[config.mk]
export PLATFORM = sky130hd
export DESIGN_NAME = iack_ctrl
export DESIGN_NICKNAME = d
export VERILOG_FILES = /design/src/rtl/iack_pkg.sv /design/src/rtl/iack_flags.sv /design/src/rtl/iack_cfg.sv /design/src/rtl/iack_target.sv /design/src/rtl/iack_ctrl.sv
export SDC_FILE = /design/constraint.sdc
export NUM_CORES = 1
export LEC_CHECK = 0
export CORE_AREA = 2 2 74 76
export DETAILED_ROUTE_END_ITERATION = 8
export DIE_AREA = 0 0 76 78
export DONT_BUFFER_PORTS = 1
export GPL_TIMING_DRIVEN = 0
export PLACE_DENSITY = 0.78
export SYNTH_ARGS = -nofsm -noshare
export SYNTH_HDL_FRONTEND = slang
export SYNTH_HIERARCHICAL = 1
export SYNTH_SLANG_ARGS = --single-unit
[constraint.sdc]
create_clock -name clk -period 3 [get_ports clk]
set_input_delay 0.3 -clock clk [delete_from_list [all_inputs] [get_ports clk]]
set_output_delay 0.3 -clock clk [all_outputs]
set_load 0.05 [all_outputs]
[src/rtl/iack_pkg.sv]
package iack_pkg;
    localparam int AW = 16;
    localparam int DW = 8;
    localparam int MW = 2;

    localparam logic [MW-1:0] MODE_RST   = 2'd0;
    localparam logic [MW-1:0] MODE_FIXED = 2'd1;
    localparam logic [MW-1:0] MODE_TABLE = 2'd2;
    localparam logic [MW-1:0] MODE_BAD   = 2'd3;

    typedef enum logic [1:0] {
        ST_IDLE = 2'd0,
        ST_ACK  = 2'd1,
        ST_TLO  = 2'd2,
        ST_THI  = 2'd3
    } iack_state_e;

    typedef struct packed {
        logic iff1;
        logic iff2;
        logic nmi_prev;
        logic nmi_pend;
    } flags_t;

    typedef struct packed {
        logic [MW-1:0] mode;
        logic [DW-1:0] ireg;
    } cfg_t;

    typedef struct packed {
        iack_state_e   st;
        logic [MW-1:0] smode;
        logic [AW-1:0] ptr;
        logic [DW-1:0] lo;
        logic          start;
        logic [AW-1:0] addr;
    } ctl_t;
endpackage

[src/rtl/iack_flags.sv]
module iack_flags
    import iack_pkg::*;
(
    input  logic clk,
    input  logic rst_n,
    input  logic nmi,
    input  logic take_nmi,
    input  logic take_irq,
    input  logic ei_set,
    input  logic di_clr,
    input  logic retn,
    output logic iff1,
    output logic iff2,
    output logic nmi_pend
);
    flags_t fl_d, fl_q;
    logic   nmi_edge;

    always_comb begin
        fl_d          = fl_q;
        nmi_edge      = nmi & ~fl_q.nmi_prev;
        fl_d.nmi_prev = nmi;
        if (take_nmi) begin
            fl_d.iff2     = fl_q.iff1;
            fl_d.iff1     = 1'b0;
            fl_d.nmi_pend = 1'b0;
        end else if (take_irq) begin
            fl_d.iff1 = 1'b0;
            fl_d.iff2 = 1'b0;
        end else if (di_clr) begin
            fl_d.iff1 = 1'b0;
            fl_d.iff2 = 1'b0;
        end else if (ei_set) begin
            fl_d.iff1 = 1'b1;
            fl_d.iff2 = 1'b1;
        end else if (retn) begin
            fl_d.iff1 = fl_q.iff2;
        end
        fl_d.nmi_pend = fl_d.nmi_pend | nmi_edge;
    end

    always_ff @(posedge clk) begin
        if (!rst_n) fl_q <= '0;
        else        fl_q <= fl_d;
    end

    assign iff1     = fl_q.iff1;
    assign iff2     = fl_q.iff2;
    assign nmi_pend = fl_q.nmi_pend;

    p_irq_clears_r2: assert property (@(posedge clk) disable iff (!rst_n)
        take_irq |=> (!iff1 && !iff2));
    p_nmi_flags_r6: assert property (@(posedge clk) disable iff (!rst_n)
        take_nmi |=> (!iff1 && iff2 == $past(iff1)));
    p_di_wins_r7: assert property (@(posedge clk) disable iff (!rst_n)
        (di_clr && !take_nmi && !take_irq) |=> (!iff1 && !iff2));
endmodule

[src/rtl/iack_cfg.sv]
module iack_cfg
    import iack_pkg::*;
(
    input  logic          clk,
    input  logic          rst_n,
    input  logic          mode_wr,
    input  logic [MW-1:0] mode_val,
    input  logic          ireg_wr,
    input  logic [DW-1:0] ireg_val,
    output logic [MW-1:0] mode,
    output logic [DW-1:0] ireg
);
    cfg_t cfg_d, cfg_q;

    always_comb begin
        cfg_d = cfg_q;
        if (mode_wr && mode_val != MODE_BAD) cfg_d.mode = mode_val;
        if (ireg_wr) cfg_d.ireg = ireg_val;
    end

    always_ff @(posedge clk) begin
        if (!rst_n) cfg_q <= '{mode: MODE_RST, ireg: '0};
        else        cfg_q <= cfg_d;
    end

    assign mode = cfg_q.mode;
    assign ireg = cfg_q.ireg;

    p_mode_legal_r8: assert property (@(posedge clk) disable iff (!rst_n)
        mode != MODE_BAD);
endmodule

[src/rtl/iack_target.sv]
module iack_target
    import iack_pkg::*;
#(
    parameter logic [AW-1:0] FIX_VEC = 16'h0038
) (
    input  logic [MW-1:0] smode,
    input  logic [DW-1:0] ack_byte,
    input  logic [DW-1:0] ireg,
    output logic [AW-1:0] fix_tgt,
    output logic [AW-1:0] tbl_ptr
);
    localparam int RST_LSB = 3;
    localparam int RST_W   = 3;

    always_comb begin
        if (smode == MODE_RST)
            fix_tgt = {{(AW-RST_W-RST_LSB){1'b0}},
                       ack_byte[RST_LSB+RST_W-1:RST_LSB], {RST_LSB{1'b0}}};
        else
            fix_tgt = FIX_VEC;
        tbl_ptr = {ireg, ack_byte[DW-1:1], 1'b0};
    end
endmodule

[src/rtl/iack_ctrl.sv]
module iack_ctrl
    import iack_pkg::*;
#(
    parameter logic [AW-1:0] NMI_VEC = 16'h0066,
    parameter logic [AW-1:0] FIX_VEC = 16'h0038
) (
    input  logic          clk,
    input  logic          rst_n,
    input  logic          insn_end,
    input  logic          irq,
    input  logic          nmi,
    input  logic          ei_set,
    input  logic          di_clr,
    input  logic          retn,
    input  logic          mode_wr,
    input  logic [MW-1:0] mode_val,
    input  logic          ireg_wr,
    input  logic [DW-1:0] ireg_val,
    input  logic [DW-1:0] bus_din,
    output logic          ack_m1,
    output logic          ack_iorq,
    output logic          tbl_rd,
    output logic [AW-1:0] tbl_addr,
    output logic          svc_start,
    output logic [AW-1:0] svc_addr,
    output logic          iff1,
    output logic          iff2
);
    ctl_t          c_d, c_q;
    logic          nmi_pend, take_nmi, take_irq, idle;
    logic [MW-1:0] mode;
    logic [DW-1:0] ireg;
    logic [AW-1:0] fix_tgt, tbl_ptr;

    assign idle     = (c_q.st == ST_IDLE);
    assign take_nmi = idle && insn_end && nmi_pend;
    assign take_irq = idle && insn_end && irq && iff1 && !nmi_pend;

    iack_flags u_flags (
        .clk      (clk),
        .rst_n    (rst_n),
        .nmi      (nmi),
        .take_nmi (take_nmi),
        .take_irq (take_irq),
        .ei_set   (ei_set),
        .di_clr   (di_clr),
        .retn     (retn),
        .iff1     (iff1),
        .iff2     (iff2),
        .nmi_pend (nmi_pend)
    );

    iack_cfg u_cfg (
        .clk      (clk),
        .rst_n    (rst_n),
        .mode_wr  (mode_wr),
        .mode_val (mode_val),
        .ireg_wr  (ireg_wr),
        .ireg_val (ireg_val),
        .mode     (mode),
        .ireg     (ireg)
    );

    iack_target #(.FIX_VEC(FIX_VEC)) u_target (
        .smode    (c_q.smode),
        .ack_byte (bus_din),
        .ireg     (ireg),
        .fix_tgt  (fix_tgt),
        .tbl_ptr  (tbl_ptr)
    );

    always_comb begin
        c_d       = c_q;
        c_d.start = 1'b0;
        unique case (c_q.st)
            ST_IDLE: begin
                if (take_nmi) begin
                    c_d.start = 1'b1;
                    c_d.addr  = NMI_VEC;
                end else if (take_irq) begin
                    c_d.st    = ST_ACK;
                    c_d.smode = mode;
                end
            end
            ST_ACK: begin
                if (c_q.smode == MODE_TABLE) begin
                    c_d.ptr = tbl_ptr;
                    c_d.st  = ST_TLO;
                end else begin
                    c_d.start = 1'b1;
                    c_d.addr  = fix_tgt;
                    c_d.st    = ST_IDLE;
                end
            end
            ST_TLO: begin
                c_d.lo = bus_din;
                c_d.st = ST_THI;
            end
            ST_THI: begin
                c_d.start = 1'b1;
                c_d.addr  = {bus_din, c_q.lo};
                c_d.st    = ST_IDLE;
            end
            default: c_d.st = ST_IDLE;
        endcase
    end

    always_ff @(posedge clk) begin
        if (!rst_n) c_q <= '{st: ST_IDLE, smode: MODE_RST, ptr: '0, lo: '0,
                             start: 1'b0, addr: '0};
        else        c_q <= c_d;
    end

    assign ack_m1    = (c_q.st == ST_ACK);
    assign ack_iorq  = (c_q.st == ST_ACK);
    assign tbl_rd    = (c_q.st == ST_TLO) || (c_q.st == ST_THI);
    assign tbl_addr  = c_q.ptr + AW'(c_q.st == ST_THI);
    assign svc_start = c_q.start;
    assign svc_addr  = c_q.addr;

    p_ack_single_r2: assert property (@(posedge clk) disable iff (!rst_n)
        ack_m1 |=> !ack_m1);
    p_ack_clears_r2: assert property (@(posedge clk) disable iff (!rst_n)
        $rose(ack_m1) |-> (!iff1 && !iff2));
    p_fixed_vec_r4: assert property (@(posedge clk) disable iff (!rst_n)
        (svc_start && $past(ack_m1) && $past(c_q.smode) == MODE_FIXED)
            |-> svc_addr == FIX_VEC);
    p_tbl_even_r5: assert property (@(posedge clk) disable iff (!rst_n)
        (c_q.st == ST_TLO) |-> !tbl_addr[0]);
    p_tbl_pair_r5: assert property (@(posedge clk) disable iff (!rst_n)
        (c_q.st == ST_TLO) |=> (tbl_rd && tbl_addr == $past(tbl_addr) + 16'd1));
    p_nmi_vec_r6: assert property (@(posedge clk) disable iff (!rst_n)
        (svc_start && $past(c_q.st) == ST_IDLE) |-> svc_addr == NMI_VEC);
    p_exclusive_r9: assert property (@(posedge clk) disable iff (!rst_n)
        $onehot0({ack_m1, tbl_rd, svc_start}));
endmodule

==> Word-level counts from Yosys, hierarchy flattened <==
Cells that the tools add are included.
{ "totals": {"ff_bits": 58, "input_bits": 28, "output_inout_bits": 38, "elab_cells": 60} }
{ "classes": {"add_sub_neg": 1, "eq_ne": 9, "muxes": 15, "bitwise_logic": 5, "reduce_logical": 18} }
{ "ops": {"columns": ["cell", "count"], "rows": [
  ["$pmux W17 S3", 1],
  ["$mux W17", 2],
  ["$add A16 B1 Y16", 1],
  ["$ne A2 B2 Y1 const B", 5],
  ["$mux W4", 2],
  ["$pmux W2 S4", 1],
  ["$mux W1", 7],
  ["$eq A2 B2 Y1 const B", 3],
  ["$logic_and A1 B1 Y1", 6],
  ["$mux W6", 1],
  ["$reduce_and A3 Y1", 2],
  ["$logic_not A2 Y1", 2],
  ["$reduce_and A2 Y1", 2],
  ["$reduce_bool A4 Y1", 1],
  ["$reduce_or A4 Y1", 1],
  ["$not A1 Y1", 3],
  ["$reduce_bool A3 Y1", 1],
  ["$eq A2 B1 Y1 const B", 1],
  ["$mux W2", 1],
  ["$reduce_bool A2 Y1", 1],
  ["$and A1 B1 Y1", 1],
  ["$logic_not A1 Y1", 1],
  ["$logic_or A1 B1 Y1", 1],
  ["$or A1 B1 Y1", 1]
]} }

==> Logic depth before layout (Yosys ltp) <==
{ "logic_depth": {"word_depth": 8, "depth_mapped": 10, "depth_no_buf": 8} }

==> Hierarchy <==
The synthesis kept the hierarchy.
{ "modules_own_cells": {"columns": ["mod", "instances", "cells_each", "area_per_inst_um2", "seq_area_each_um2"], "rows": [
  ["iack_ctrl", 1, 284, 2333.5, 900.9],
  ["iack_cfg", 1, 32, 380.4, 200.2],
  ["iack_target", 1, 33, 240.2, 0.0],
  ["iack_flags", 1, 13, 165.2, 80.1]
]} }

==> Worst setup path after synthesis <==
OpenSTA, ideal clock, no wires.
{ "synth_path": {"path_type": "register to output", "from": "register (tool-made name)", "to": "output port tbl_addr[12]", "t_arrival_ns": 2.621, "required_ns": 2.700, "setup_slack_ns": 0.079, "path_stages_with_launch": 11, "path_buffers": 2, "cell_sequence": "dfxtp_1 buf_2 buf_2 nand2_1 inv_1 ha_1 ha_1 nand2_1 nor4_2 nand3_1 xnor2_1"} }
{ "synth_rtl": {"columns": ["element", "line", "source"], "rows": [
  ["end, declared", "iack_ctrl.sv:23", "output logic [AW-1:0] tbl_addr,"]
]} }

==> results.toml <==
[final_layout]
seqCellArea_sq_um = 1180
fillers = 398
multiInputGateArea_sq_um = 1680
syn_to_final_growth_pct = 16.1
layout-drive-gt1-share_pct = 23.4
layout_commonest_cell = "nand2_1"
nNetsFinal = 416
instances_no_fill = 459
num_antenna_cells = 0
fin_util_pct = 71.8
layout_common_cells = "nand2_1 (65), dfxtp_1 (58), buf_4 (49)"

[timing]
slew_violations = 0
rsz0062_at_grt = "true"
setup_tns_ps = 0
max_freq_mhz = 351
worst_pin_slew_ps = 1120
finClkSkew_ps = 4.42
slew-limit-headroom_pct = 25.0
finalSetupViolations = 0
worst_slack_ps = 147
hold_viol_final = 0
hold_slack_ps = 93.7
fin_crit_sh_pct = 95.1
period_needed_ps = 2850

[place]
place_inst = 445
port_buffers = 0
place_ws_ps = -362
hpwl_mm = 4.45
gp_congestion = 0.791

[logic_synthesis]
synth_async_sr_flop_share_pct = 0
syn_inst = 362
synth_area_sq_um = 3120
synth_flop_cell = "dfxtp_1"
synth_edf_count = 0
ys_warn_count = 6
synth_seq_cells = 59
yosys.area.top_type = "dfxtp_1"
synth_top_area_share_pct = 37.9
synthTopCellsByArea = "dfxtp_1 (38%), buf_4 (12%), nand2_1 (7.8%), a21boi_0 (6.0%), nor2b_1 (5.8%)"
seq_area_frac_synth_pct = 37.9
syn_area_per_cell_sq_um = 8.62
synth_cell_types = 41

[worst_setup_path]
cp.arrival_ps = 2550
endpoint_kind = "output pin"
critPathMaxFanout = 19
worstPathCellList = "buf_6 -> nand2_1 -> inv_1 -> ha_1 -> ha_1 -> nand2_1 -> nor4_4 -> nand3_2 -> xnor2_4"
slowest_delay_ps = 390
crit_slowest_cell = "dfxtp_4"
path_class = "reg2out"
cp.required_ps = 2700
worstSetupStartpointType = "flop"
rr_worst_depth = 6

[cts]
clock-sinks = 59
cts_tree = "yes"
cts_buffers = 9
cts.reportedPaths.clkPinSlew_ps = 60
clk_path_buf_depth = 2
root_buffer = "clkbuf_8"
h-tree-depth = 3
clk_latency_ps = 330
ctsHoldBuffers = 0

[routing]
drt-initial-drc-count = 92
vias = 2312
drc = 0
wire_per_inst_um = 13.3
vias_per_cell = 5.04
wl_mm = 6.11
ant_nets = 0
drt-pass1-iter-count = 4

[global_route]
use_met2_pct = 38.5
grt_first_pass_wirelength_mm = 10.4
grt_max_degree = 20
grt_util_met1_pct = 25.7
grt_antenna_before_repair = 0
met3_usage_pct = 5.00
grt_pass1_vias = 2247
busiest_layer = "met2"
groute.usage.overall_pct = 22.0
grt-ovfl-total = 0

[floorplan]
num_io_pins = 66
initial_core_util_pct = 61.9
die-width_um = 76
fp.coreArea_sq_um = 5040
fp.dieH_um = 78
row_count = 26
die-area_sq_um = 5930

[status]
status = "finished, final reports clean"

[flow_run]
drv.max_cap_violation_count = 0

[worst_hold_path]
hp-class = "in2reg"
hold_depth = 1

[power_and_ir_drop]
peakVddDrop_mv = 0.334
p_leak_nw = 1.47
power.density_nw_per_um2 = 450
[worst paths after layout]
kind / startpoint / endpoint / slack (ps)
max: flop / tbl_addr[14] / 150
min: rst_n / u_cfg/ireg[7]$_SDFFE_PN0P_ / 90
max reg2reg: c_q[43]$_SDFFE_PN0P_ / c_q[31]$_SDFFE_PN0P_ / 880
min reg2reg: svc_addr[2]$_SDFFE_PN0P_ / svc_addr[2]$_SDFFE_PN0P_ / 450
[power by group]
part / leakage (nW) / internal [mW] / switching, mW / total, mW
Combinational: 0.894 / 0.0692 / 0.0617 / 0.131
Sequential: 0.480 / 0.800 / 0.0162 / 0.816
Clock: 0.0950 / 0.394 / 0.288 / 0.682
[worst max-delay path: cells and delay by family (launching register included)]
| kind | cells | cell delay, ps |
|---|---|---|
| XOR/XNOR | 1 | 390 |
| adder cells (fa/ha/maj) | 2 | 420 |
| buffers and inverters | 2 | 280 |
| flip-flops | 1 | 390 |
| AND/OR/NAND/NOR | 4 | 740 |
[cells in the mapped netlist (2+ instances only)]
cell type / instances
a21boi_0: 25
a21oi_1: 4
a22oi_1: 12
and2_1: 2
and3_1: 2
buf_2: 6
buf_4: 48
clkbuf_1: 9
dfxtp_1: 59
ha_1: 2
inv_1: 7
mux2i_1: 10
nand2_1: 65
nand2b_1: 16
nand3_1: 7
nor2_1: 4
nor2b_1: 29
nor4_2: 2
nor4b_4: 2
o21ai_0: 12
o221a_2: 2
o221ai_1: 4
or3_1: 3
xnor2_1: 8
xor2_1: 6
[cell families (layout without fill, tap and decap cells)]
kind of cell / count (synthesis) / count (layout) / share of synthesized area, %
AOI/OAI and AO/OA: 63 / 63 / 14.6
and+or+nand+nor: 139 / 139 / 24.0
xor gates and xnor gates: 14 / 14 / 3.93
muxes: 11 / 11 / 3.57
other: 1 / 14 / 0.120
DFF: 59 / 59 / 37.9
adders and majority gates: 2 / 2 / 0.802
buffers and inverters: 73 / 87 / 15.1
[per-stage QoR]
| step | cell area, sq um | power, mW |
|---|---|---|
| finish | 3620 | 1.63 |
| global route | 3620 | 1.69 |
| floorplan | 3170 | 0.948 |
| global placement | 3260 | 0.962 |
| detailed placement | 3260 | 0.964 |
| CTS | 3610 | 1.64 |
[sequential cells by signal, indices dropped and copies added, names as in the netlist, named ones only]
| signal | count |
|---|---|
| u_flags/nmi_pend | 1 |
| u_flags/iff1 | 1 |
| c_q | 27 |
| u_cfg/ireg | 8 |
| u_flags/fl_q | 1 |
| u_flags/iff2 | 1 |
| svc_addr | 16 |
| u_cfg/mode | 2 |
| svc_start | 1 |
[cell type report]
| class | count | area share, % |
|---|---|---|
| sequential | 59 | 32.7 |
| multi-input combinational | 243 | 46.4 |
| tap | 70 | 2.42 |
| inverter | 7 | 0.726 |
| clock buffer | 11 | 3.90 |
| clock inverter | 3 | 1.11 |
| buffer | 65 | 12.5 |
| timing repair buffer | 1 | 0.207 |
[routing by layer]
metal  wire length (um)  up-vias
met2               3100       52
met3                256       12
met1               2660     1061
met5                  0        -
li1                   -     1187
met4                 95        0
[repair_timing]
| item | in CTS | in global routing |
|---|---|---|
| pin swaps | 3 | 5 |
| gates resized for setup | 23 | 3 |
| setup buffers | 1 | 0 |
| cloned | 0 | 0 |
| endpoints found under the setup margin | 14 | 7 |
No activity file was read; power rests on OpenSTA's default activity.
